## config.mk

```make
export PLATFORM = sky130hd
export DESIGN_NAME = uwire_slave_if
export DESIGN_NICKNAME = d
export VERILOG_FILES = /design/src/rtl/sio_pkg.sv /design/src/rtl/sio_edge.sv /design/src/rtl/sio_frame.sv /design/src/rtl/sio_rdshift.sv /design/src/rtl/sio_dout.sv /design/src/rtl/uwire_slave_if.sv
export SDC_FILE = /design/constraint.sdc
export NUM_CORES = 1
export LEC_CHECK = 0
export ABC_CLOCK_PERIOD_IN_PS = 5100
export BUFFER_PORTS_ARGS = -buffer_cell sky130_fd_sc_hd__buf_2
export CAP_MARGIN = 20
export CORE_ASPECT_RATIO = 1.1
export CORE_MARGIN = 3
export CORE_UTILIZATION = 35
export DETAILED_ROUTE_END_ITERATION = 6
export PLACE_DENSITY = 0.6
export SLEW_MARGIN = 40
export SYNTH_ARGS = -nofsm -noshare
export SYNTH_HDL_FRONTEND = slang
export SYNTH_SLANG_ARGS = --single-unit
```

## constraint.sdc

```tcl
create_clock -name clk -period 5.1 [get_ports clk]
set_clock_uncertainty 0.1 [all_clocks]
set_input_delay 1.02 -clock clk [delete_from_list [all_inputs] [get_ports clk]]
set_output_delay 1.02 -clock clk [all_outputs]
set_load 0.005 [all_outputs]
```

## src/rtl/sio_pkg.sv

```systemverilog
package sio_pkg;

  typedef enum logic [1:0] {
    PRG_WRITE = 2'd0,
    PRG_ERASE = 2'd1,
    PRG_WRAL  = 2'd2,
    PRG_ERAL  = 2'd3
  } prg_op_t;

  typedef enum logic [1:0] {
    FR_IDLE,
    FR_SHIFT,
    FR_RDOUT,
    FR_DONE
  } fr_state_t;

  // address field length for the selected word width
  function automatic int addr_bits(input logic x16, input int aw16);
    return x16 ? aw16 : aw16 + 1;
  endfunction

  // data field length for the selected word width
  function automatic int data_bits(input logic x16, input int dw);
    return x16 ? dw : dw / 2;
  endfunction

endpackage

```

## src/rtl/sio_edge.sv

```systemverilog
module sio_edge (
  input  logic clk,
  input  logic rst_n,
  input  logic sck,
  output logic rise
);
  logic sck_q;

  always_ff @(posedge clk or negedge rst_n) begin
    if (!rst_n) sck_q <= 1'b0;
    else        sck_q <= sck;
  end

  assign rise = sck & ~sck_q;
endmodule

```

## src/rtl/sio_frame.sv

```systemverilog
module sio_frame
  import sio_pkg::*;
#(
  parameter int AW16 = 6,
  parameter int DW   = 16
) (
  input  logic            clk,
  input  logic            rst_n,
  input  logic            cs,
  input  logic            rise,
  input  logic            sdi,
  input  logic            org_x16,
  output fr_state_t       state,
  output logic            start_evt,
  output logic            rd_launch,
  output logic            rd_shift,
  output logic            rd_first,
  output logic            wen,
  output logic            stat_pend,
  output logic            mem_rd,
  output logic [AW16:0]   mem_raddr,
  output logic            prg_valid,
  output prg_op_t         prg_op,
  output logic [AW16:0]   prg_addr,
  output logic [DW-1:0]   prg_data
);
  localparam int AW = AW16 + 1;
  localparam int CW = $clog2(3 + AW + DW);

  logic [CW-1:0] cnt;
  logic [1:0]    op_q, op_n;
  logic [AW-1:0] addr_q, addr_n;
  logic [DW-1:0] data_q, data_n;
  logic [1:0]    sub;
  logic [CW-1:0] hdr_last, dat_last, dlen;
  logic          shifting, hdr_end, dat_end;
  logic          dec_prg, dec_done, dec_wen_set, dec_wen_clr;
  prg_op_t       dec_op;

  assign hdr_last = CW'(1 + addr_bits(org_x16, AW16));
  assign dlen     = CW'(data_bits(org_x16, DW));
  assign dat_last = hdr_last + dlen;

  assign op_n   = {op_q[0], sdi};
  assign addr_n = {addr_q[AW-2:0], sdi};
  assign data_n = {data_q[DW-2:0], sdi};
  assign sub    = org_x16 ? addr_n[AW16-1 -: 2] : addr_n[AW16 -: 2];

  assign start_evt = cs && rise && (state == FR_IDLE) && sdi;
  assign shifting  = cs && rise && (state == FR_SHIFT);
  assign hdr_end   = shifting && (cnt == hdr_last);
  assign dat_end   = shifting && (cnt == dat_last);
  assign rd_launch = hdr_end && (op_q == 2'b10);
  assign rd_shift  = cs && rise && (state == FR_RDOUT) && (cnt != dlen);
  assign rd_first  = (cnt == '0);

  always_comb begin
    dec_prg     = 1'b0;
    dec_done    = 1'b0;
    dec_wen_set = 1'b0;
    dec_wen_clr = 1'b0;
    dec_op      = PRG_WRITE;
    if (hdr_end) begin
      unique case (op_q)
        2'b11: begin dec_prg = 1'b1; dec_op = PRG_ERASE; dec_done = 1'b1; end
        2'b00: begin
          unique case (sub)
            2'b11: begin dec_wen_set = 1'b1; dec_done = 1'b1; end
            2'b00: begin dec_wen_clr = 1'b1; dec_done = 1'b1; end
            2'b10: begin dec_prg = 1'b1; dec_op = PRG_ERAL; dec_done = 1'b1; end
            default: ;
          endcase
        end
        default: ;
      endcase
    end
    if (dat_end) begin
      dec_prg  = 1'b1;
      dec_op   = (op_q == 2'b01) ? PRG_WRITE : PRG_WRAL;
      dec_done = 1'b1;
    end
  end

  always_ff @(posedge clk or negedge rst_n) begin
    if (!rst_n) begin
      state     <= FR_IDLE;
      cnt       <= '0;
      op_q      <= '0;
      addr_q    <= '0;
      data_q    <= '0;
      wen       <= 1'b0;
      stat_pend <= 1'b0;
      mem_rd    <= 1'b0;
      mem_raddr <= '0;
      prg_valid <= 1'b0;
      prg_op    <= PRG_WRITE;
      prg_addr  <= '0;
      prg_data  <= '0;
    end else begin
      mem_rd    <= 1'b0;
      prg_valid <= 1'b0;
      if (dec_prg && wen) begin
        prg_valid <= 1'b1;
        prg_op    <= dec_op;
        prg_addr  <= hdr_end ? addr_n : addr_q;
        prg_data  <= dat_end ? data_n : '0;
        stat_pend <= 1'b1;
      end else if (start_evt) begin
        stat_pend <= 1'b0;
      end
      if (dec_wen_set)      wen <= 1'b1;
      else if (dec_wen_clr) wen <= 1'b0;
      if (rd_launch) begin
        mem_rd    <= 1'b1;
        mem_raddr <= addr_n;
      end
      if (!cs) begin
        state <= FR_IDLE;
        cnt   <= '0;
      end else if (rise) begin
        unique case (state)
          FR_IDLE: if (sdi) begin
            state  <= FR_SHIFT;
            cnt    <= '0;
            op_q   <= '0;
            addr_q <= '0;
            data_q <= '0;
          end
          FR_SHIFT: begin
            cnt <= cnt + CW'(1);
            if (cnt < CW'(2))         op_q   <= op_n;
            else if (cnt <= hdr_last) addr_q <= addr_n;
            else                      data_q <= data_n;
            if (rd_launch) begin
              state <= FR_RDOUT;
              cnt   <= '0;
            end else if (dec_done) begin
              state <= FR_DONE;
            end
          end
          FR_RDOUT: begin
            if (cnt == dlen) state <= FR_DONE;
            else             cnt   <= cnt + CW'(1);
          end
          default: ;
        endcase
      end
    end
  end
endmodule

```

## src/rtl/sio_rdshift.sv

```systemverilog
module sio_rdshift #(
  parameter int DW = 16
) (
  input  logic          clk,
  input  logic          rst_n,
  input  logic          clear,
  input  logic          shift,
  input  logic          first,
  input  logic          org_x16,
  input  logic          rvalid,
  input  logic [DW-1:0] rdata,
  output logic          bit_o
);
  localparam int HW = DW / 2;

  logic [DW-1:0] rbuf, osr, loaded;

  assign loaded = org_x16 ? rbuf : {rbuf[HW-1:0], {(DW-HW){1'b0}}};

  always_ff @(posedge clk or negedge rst_n) begin
    if (!rst_n) begin
      rbuf <= '0;
      osr  <= '0;
    end else begin
      if (rvalid) rbuf <= rdata;
      if (clear)      osr <= '0;
      else if (shift) osr <= first ? loaded : {osr[DW-2:0], 1'b0};
    end
  end

  assign bit_o = osr[DW-1];
endmodule

```

## src/rtl/sio_dout.sv

```systemverilog
module sio_dout
  import sio_pkg::*;
(
  input  logic      cs,
  input  fr_state_t state,
  input  logic      stat_pend,
  input  logic      rd_bit,
  input  logic      prg_busy,
  output logic      sdo,
  output logic      sdo_oe
);
  logic reading;

  assign reading = (state == FR_RDOUT);
  assign sdo_oe  = cs && (reading || ((state == FR_IDLE) && stat_pend));
  assign sdo     = reading ? rd_bit : ~prg_busy;
endmodule

```

## src/rtl/uwire_slave_if.sv

```systemverilog
module uwire_slave_if
  import sio_pkg::*;
#(
  parameter int AW16 = 6,
  parameter int DW   = 16
) (
  input  logic            clk,
  input  logic            rst_n,
  input  logic            cs,
  input  logic            sck,
  input  logic            sdi,
  input  logic            org_x16,
  output logic            sdo,
  output logic            sdo_oe,
  output logic            mem_rd,
  output logic [AW16:0]   mem_raddr,
  input  logic            mem_rvalid,
  input  logic [DW-1:0]   mem_rdata,
  output logic            prg_valid,
  output logic [1:0]      prg_op,
  output logic [AW16:0]   prg_addr,
  output logic [DW-1:0]   prg_data,
  input  logic            prg_busy
);
  fr_state_t state;
  prg_op_t   prg_op_e;
  logic      rise, start_evt, rd_launch, rd_shift, rd_first;
  logic      wen, stat_pend, rd_bit, fr_idle;

  sio_edge u_edge (
    .clk   (clk),
    .rst_n (rst_n),
    .sck   (sck),
    .rise  (rise)
  );

  sio_frame #(.AW16(AW16), .DW(DW)) u_frame (
    .clk       (clk),
    .rst_n     (rst_n),
    .cs        (cs),
    .rise      (rise),
    .sdi       (sdi),
    .org_x16   (org_x16),
    .state     (state),
    .start_evt (start_evt),
    .rd_launch (rd_launch),
    .rd_shift  (rd_shift),
    .rd_first  (rd_first),
    .wen       (wen),
    .stat_pend (stat_pend),
    .mem_rd    (mem_rd),
    .mem_raddr (mem_raddr),
    .prg_valid (prg_valid),
    .prg_op    (prg_op_e),
    .prg_addr  (prg_addr),
    .prg_data  (prg_data)
  );

  sio_rdshift #(.DW(DW)) u_rdshift (
    .clk     (clk),
    .rst_n   (rst_n),
    .clear   (rd_launch),
    .shift   (rd_shift),
    .first   (rd_first),
    .org_x16 (org_x16),
    .rvalid  (mem_rvalid),
    .rdata   (mem_rdata),
    .bit_o   (rd_bit)
  );

  sio_dout u_dout (
    .cs        (cs),
    .state     (state),
    .stat_pend (stat_pend),
    .rd_bit    (rd_bit),
    .prg_busy  (prg_busy),
    .sdo       (sdo),
    .sdo_oe    (sdo_oe)
  );

  assign prg_op  = prg_op_e;
  assign fr_idle = (state == FR_IDLE);
endmodule

```

==> results.md <==
* Status: finished clean
* Detail-routed net length per standard cell at between 15 and 20 um
* Net count, final at 510
* Least-Margin Pin Slew at 767 ps
* Min Clock Period, post-route at 3360 ps
* Reg2reg end: u_frame.data_q[4]
* Final Hold Viols at 0
* Seq cells post-synth at 100
* RSZ-0062 raised after global routing: false
* CP Cell Sequence: buf_2 -> inv_1 -> ha_1 -> and3_1 -> a221oi_2 -> o21ai_1 -> nor3_2 -> a22o_1
* Cells after Synth at 423
* Post-CTS Setup Inserts at 0
* Pin count of the biggest net entering global routing at 70
* Synth area leaders: dfrtp_1 (54%), a22o_1 (6.6%), mux2_2 (5.6%)
* Vias per cell at about 5.3
* Arrival time at the worst endpoint at 3550 ps
* DR vias at 3339
* R2R depth at 6
* Synth Warn # at 0
* Dpl ws at roughly 1400 ps
* Crit path largest cell delay at about 610 ps
* DRC at 0
* Worst r2r src: u_frame.cnt[2]
* Cell taking the most area after synthesis: dfrtp_1
* Layout area overhead at 14.8%
* Yosys cell types at 52
* Fraction of layout cells with a size suffix above 1 at 23.8%
* Drt first pass iters at 4
* Overflow after GRT at 0
* Area of the mapped netlist at 4670 um^2
* First-pass GRT wire length at ~17 mm
* Core box area at ~13000 um^2
* Crit path launch: org_x16
* Worst setup endpoint: u_frame.data_q[4]
* Commonest cells after routing, fill and taps aside: dfrtp_1 (100), buf_2 (58), nand2_1 (45)
* Die footprint at about 15000 um^2
* CP Capture Type: flop
* Hold Crit Class: reg -> reg
* Die Ht at 127 um
* Worst hold path depth at 2
* Final setup fails at 0
* Horiz. Die Dim at 116 um
* CTS Root Cell: clkbuf_16
* Critical path launch point type: input pin
* R2r setup slk at about 2500 ps
* Iter 0 DRT Violations at 172
* Max clock buf depth at 2
* CTS Buf Count at 9
* Synth Flop Type: dfrtp_1
* Power density over the cells at 298 nW/um^2
* Post-cts sizing count at 0
* Clk slew on worst S/H paths at roughly 70 ps
* CP Max Fanout at 25
* Tot GR Track Use at 14.2%
* Worst-skew pair later-pin latency at 350 ps
* Routability cong. at 0.790
* # rows at 43
* Share of flip-flops with an asynchronous set or reset at 100%
* Fin. max-slew vios at 0
* Avg Cell Area, Syn at approximately 11 um^2
* CP Data Required Time at around 5300 ps
* Diode count at 0
* Crit path max-delay cell type: nor3_2
* Vias in the first global route at 3405
* DP HPWL at about 6.7 mm
* Register area share after synthesis at around 54%
* Syn nets at 460
* Top cell type's share of synthesized area at 53.6%
* H-Tree Level Count at 3
* Part of the cycle the worst path needs at 65.9%
* Lkg Pwr at approximately 2.6 nW
* Peak supply drop at 0.192 mV
* Initial Utilization at approximately 36%
* CTS sink cnt at 100
* Setup CP Type: in -> reg
* Drt total wl at 9.68 mm
* Power, Total at about 1.6 mW
* Io pins at 60
* Cts hold-fix bufs at 0
* EDFF count, synth at 0
* Port buffer count at 59
* FMAX at 297 MHz
* Most common cell after layout, fill and taps aside: dfrtp_1
* Initial antenna violation count at 0
* Final ANT Viol Nets at 0
* Setup ws final at 1740 ps
* Max-Cap Viols at 0
* CTS tree: done
* Setup TNS Final at 0 ps
* Rel. slew slack at 48.6%
[power breakdown]
part / leakage (nW) / internal (mW) / switching [mW]
Sequential: 1.36 / 0.816 / 0.0159
Clock: 0.142 / 0.358 / 0.300
Combinational: 1.08 / 0.0462 / 0.0631
[synth_stat cells, types with 4 or more instances]
| cell type | n |
|---|---|
| inv_1 | 11 |
| a21oi_1 | 25 |
| buf_2 | 10 |
| dfrtp_1 | 100 |
| ha_1 | 13 |
| a22o_1 | 35 |
| mux2i_1 | 15 |
| nor2_1 | 17 |
| nand2b_1 | 4 |
| nand3b_1 | 4 |
| o21ai_0 | 34 |
| nor2b_1 | 8 |
| and3_1 | 10 |
| nand3_1 | 7 |
| clkbuf_1 | 7 |
| nand2_1 | 45 |
| mux2_2 | 23 |
| nor3_1 | 5 |
[metal layers]
| layer | vias to the layer above | global-route usage (%) | wire length [um] |
|---|---|---|---|
| met1 | 1618 | 18.2 | 4530 |
| met3 | 17 | 4.26 | 440 |
| li1 | 1634 | - | - |
| met5 | - | 0 | 0 |
| met4 | 0 | 4.98 | 193 |
| met2 | 70 | 22.7 | 4520 |
[logic make-up after synthesis]
family | synth area share (%)
buffers and inverters | 3.24
XOR/XNOR | 0.188
adder cells (fa/ha/maj) | 3.49
AO/OA/AOI/OAI | 17.5
AND/OR/NAND/NOR | 13.0
flip-flops | 53.6
multiplexers | 9.01
[flip-flops by register name, summed over array words and instances (netlist names), 5 cells and up]
name	count
u_frame.mem_raddr	7
u_frame.prg_data	16
u_frame.cnt	5
u_frame.data_q	15
u_frame.addr_q	7
u_rdshift.rbuf	16
u_frame.prg_addr	7
u_rdshift.osr	16
[worst max-delay path: cells and delay by family]
kind | cells | cell delay, ps
fa+ha+maj | 1 | 350
buf+inv | 2 | 530
simple gates | 2 | 860
compound gates | 3 | 770
[cell type report]
class                      instances  area (um^2)
multi-input combinational        291         2020
timing repair buffer              60          309
clock inverter                     5         35.0
sequential                       100         2500
clock buffer                      11          253
tap                              157          196
inverter                          11         41.3
fill                            1270         7450
[per-stage QoR]
step	util, %	hold slack (ps)	std cells	instance area (um^2)
3_5_place_dp	39.6	365	619	5070
2_1_floorplan	-	347	423	4670
3_3_place_gp	39.5	363	619	5060
6_report	41.8	378	635	5360
5_1_grt	41.8	413	635	5360
4_1_cts	41.8	380	635	5360
[how the worst min path moves through the flow]
| stage | start | to | slack (ps) |
|---|---|---|---|
| 4_1_cts | u_frame.prg_addr[6] | u_frame.prg_addr[6] | 380 |
| 2_1_floorplan | u_frame.stat_pend | u_frame.stat_pend | 350 |
| 3_5_place_dp | u_frame.prg_addr[6] | u_frame.prg_addr[6] | 360 |
| 3_3_place_gp | u_frame.prg_addr[3] | u_frame.prg_addr[3] | 360 |
| 6_report | u_frame.prg_addr[6] | u_frame.prg_addr[6] | 380 |
| 5_1_grt | u_frame.prg_data[12] | u_frame.prg_data[12] | 410 |
Power figures use the tool's default switching activity.
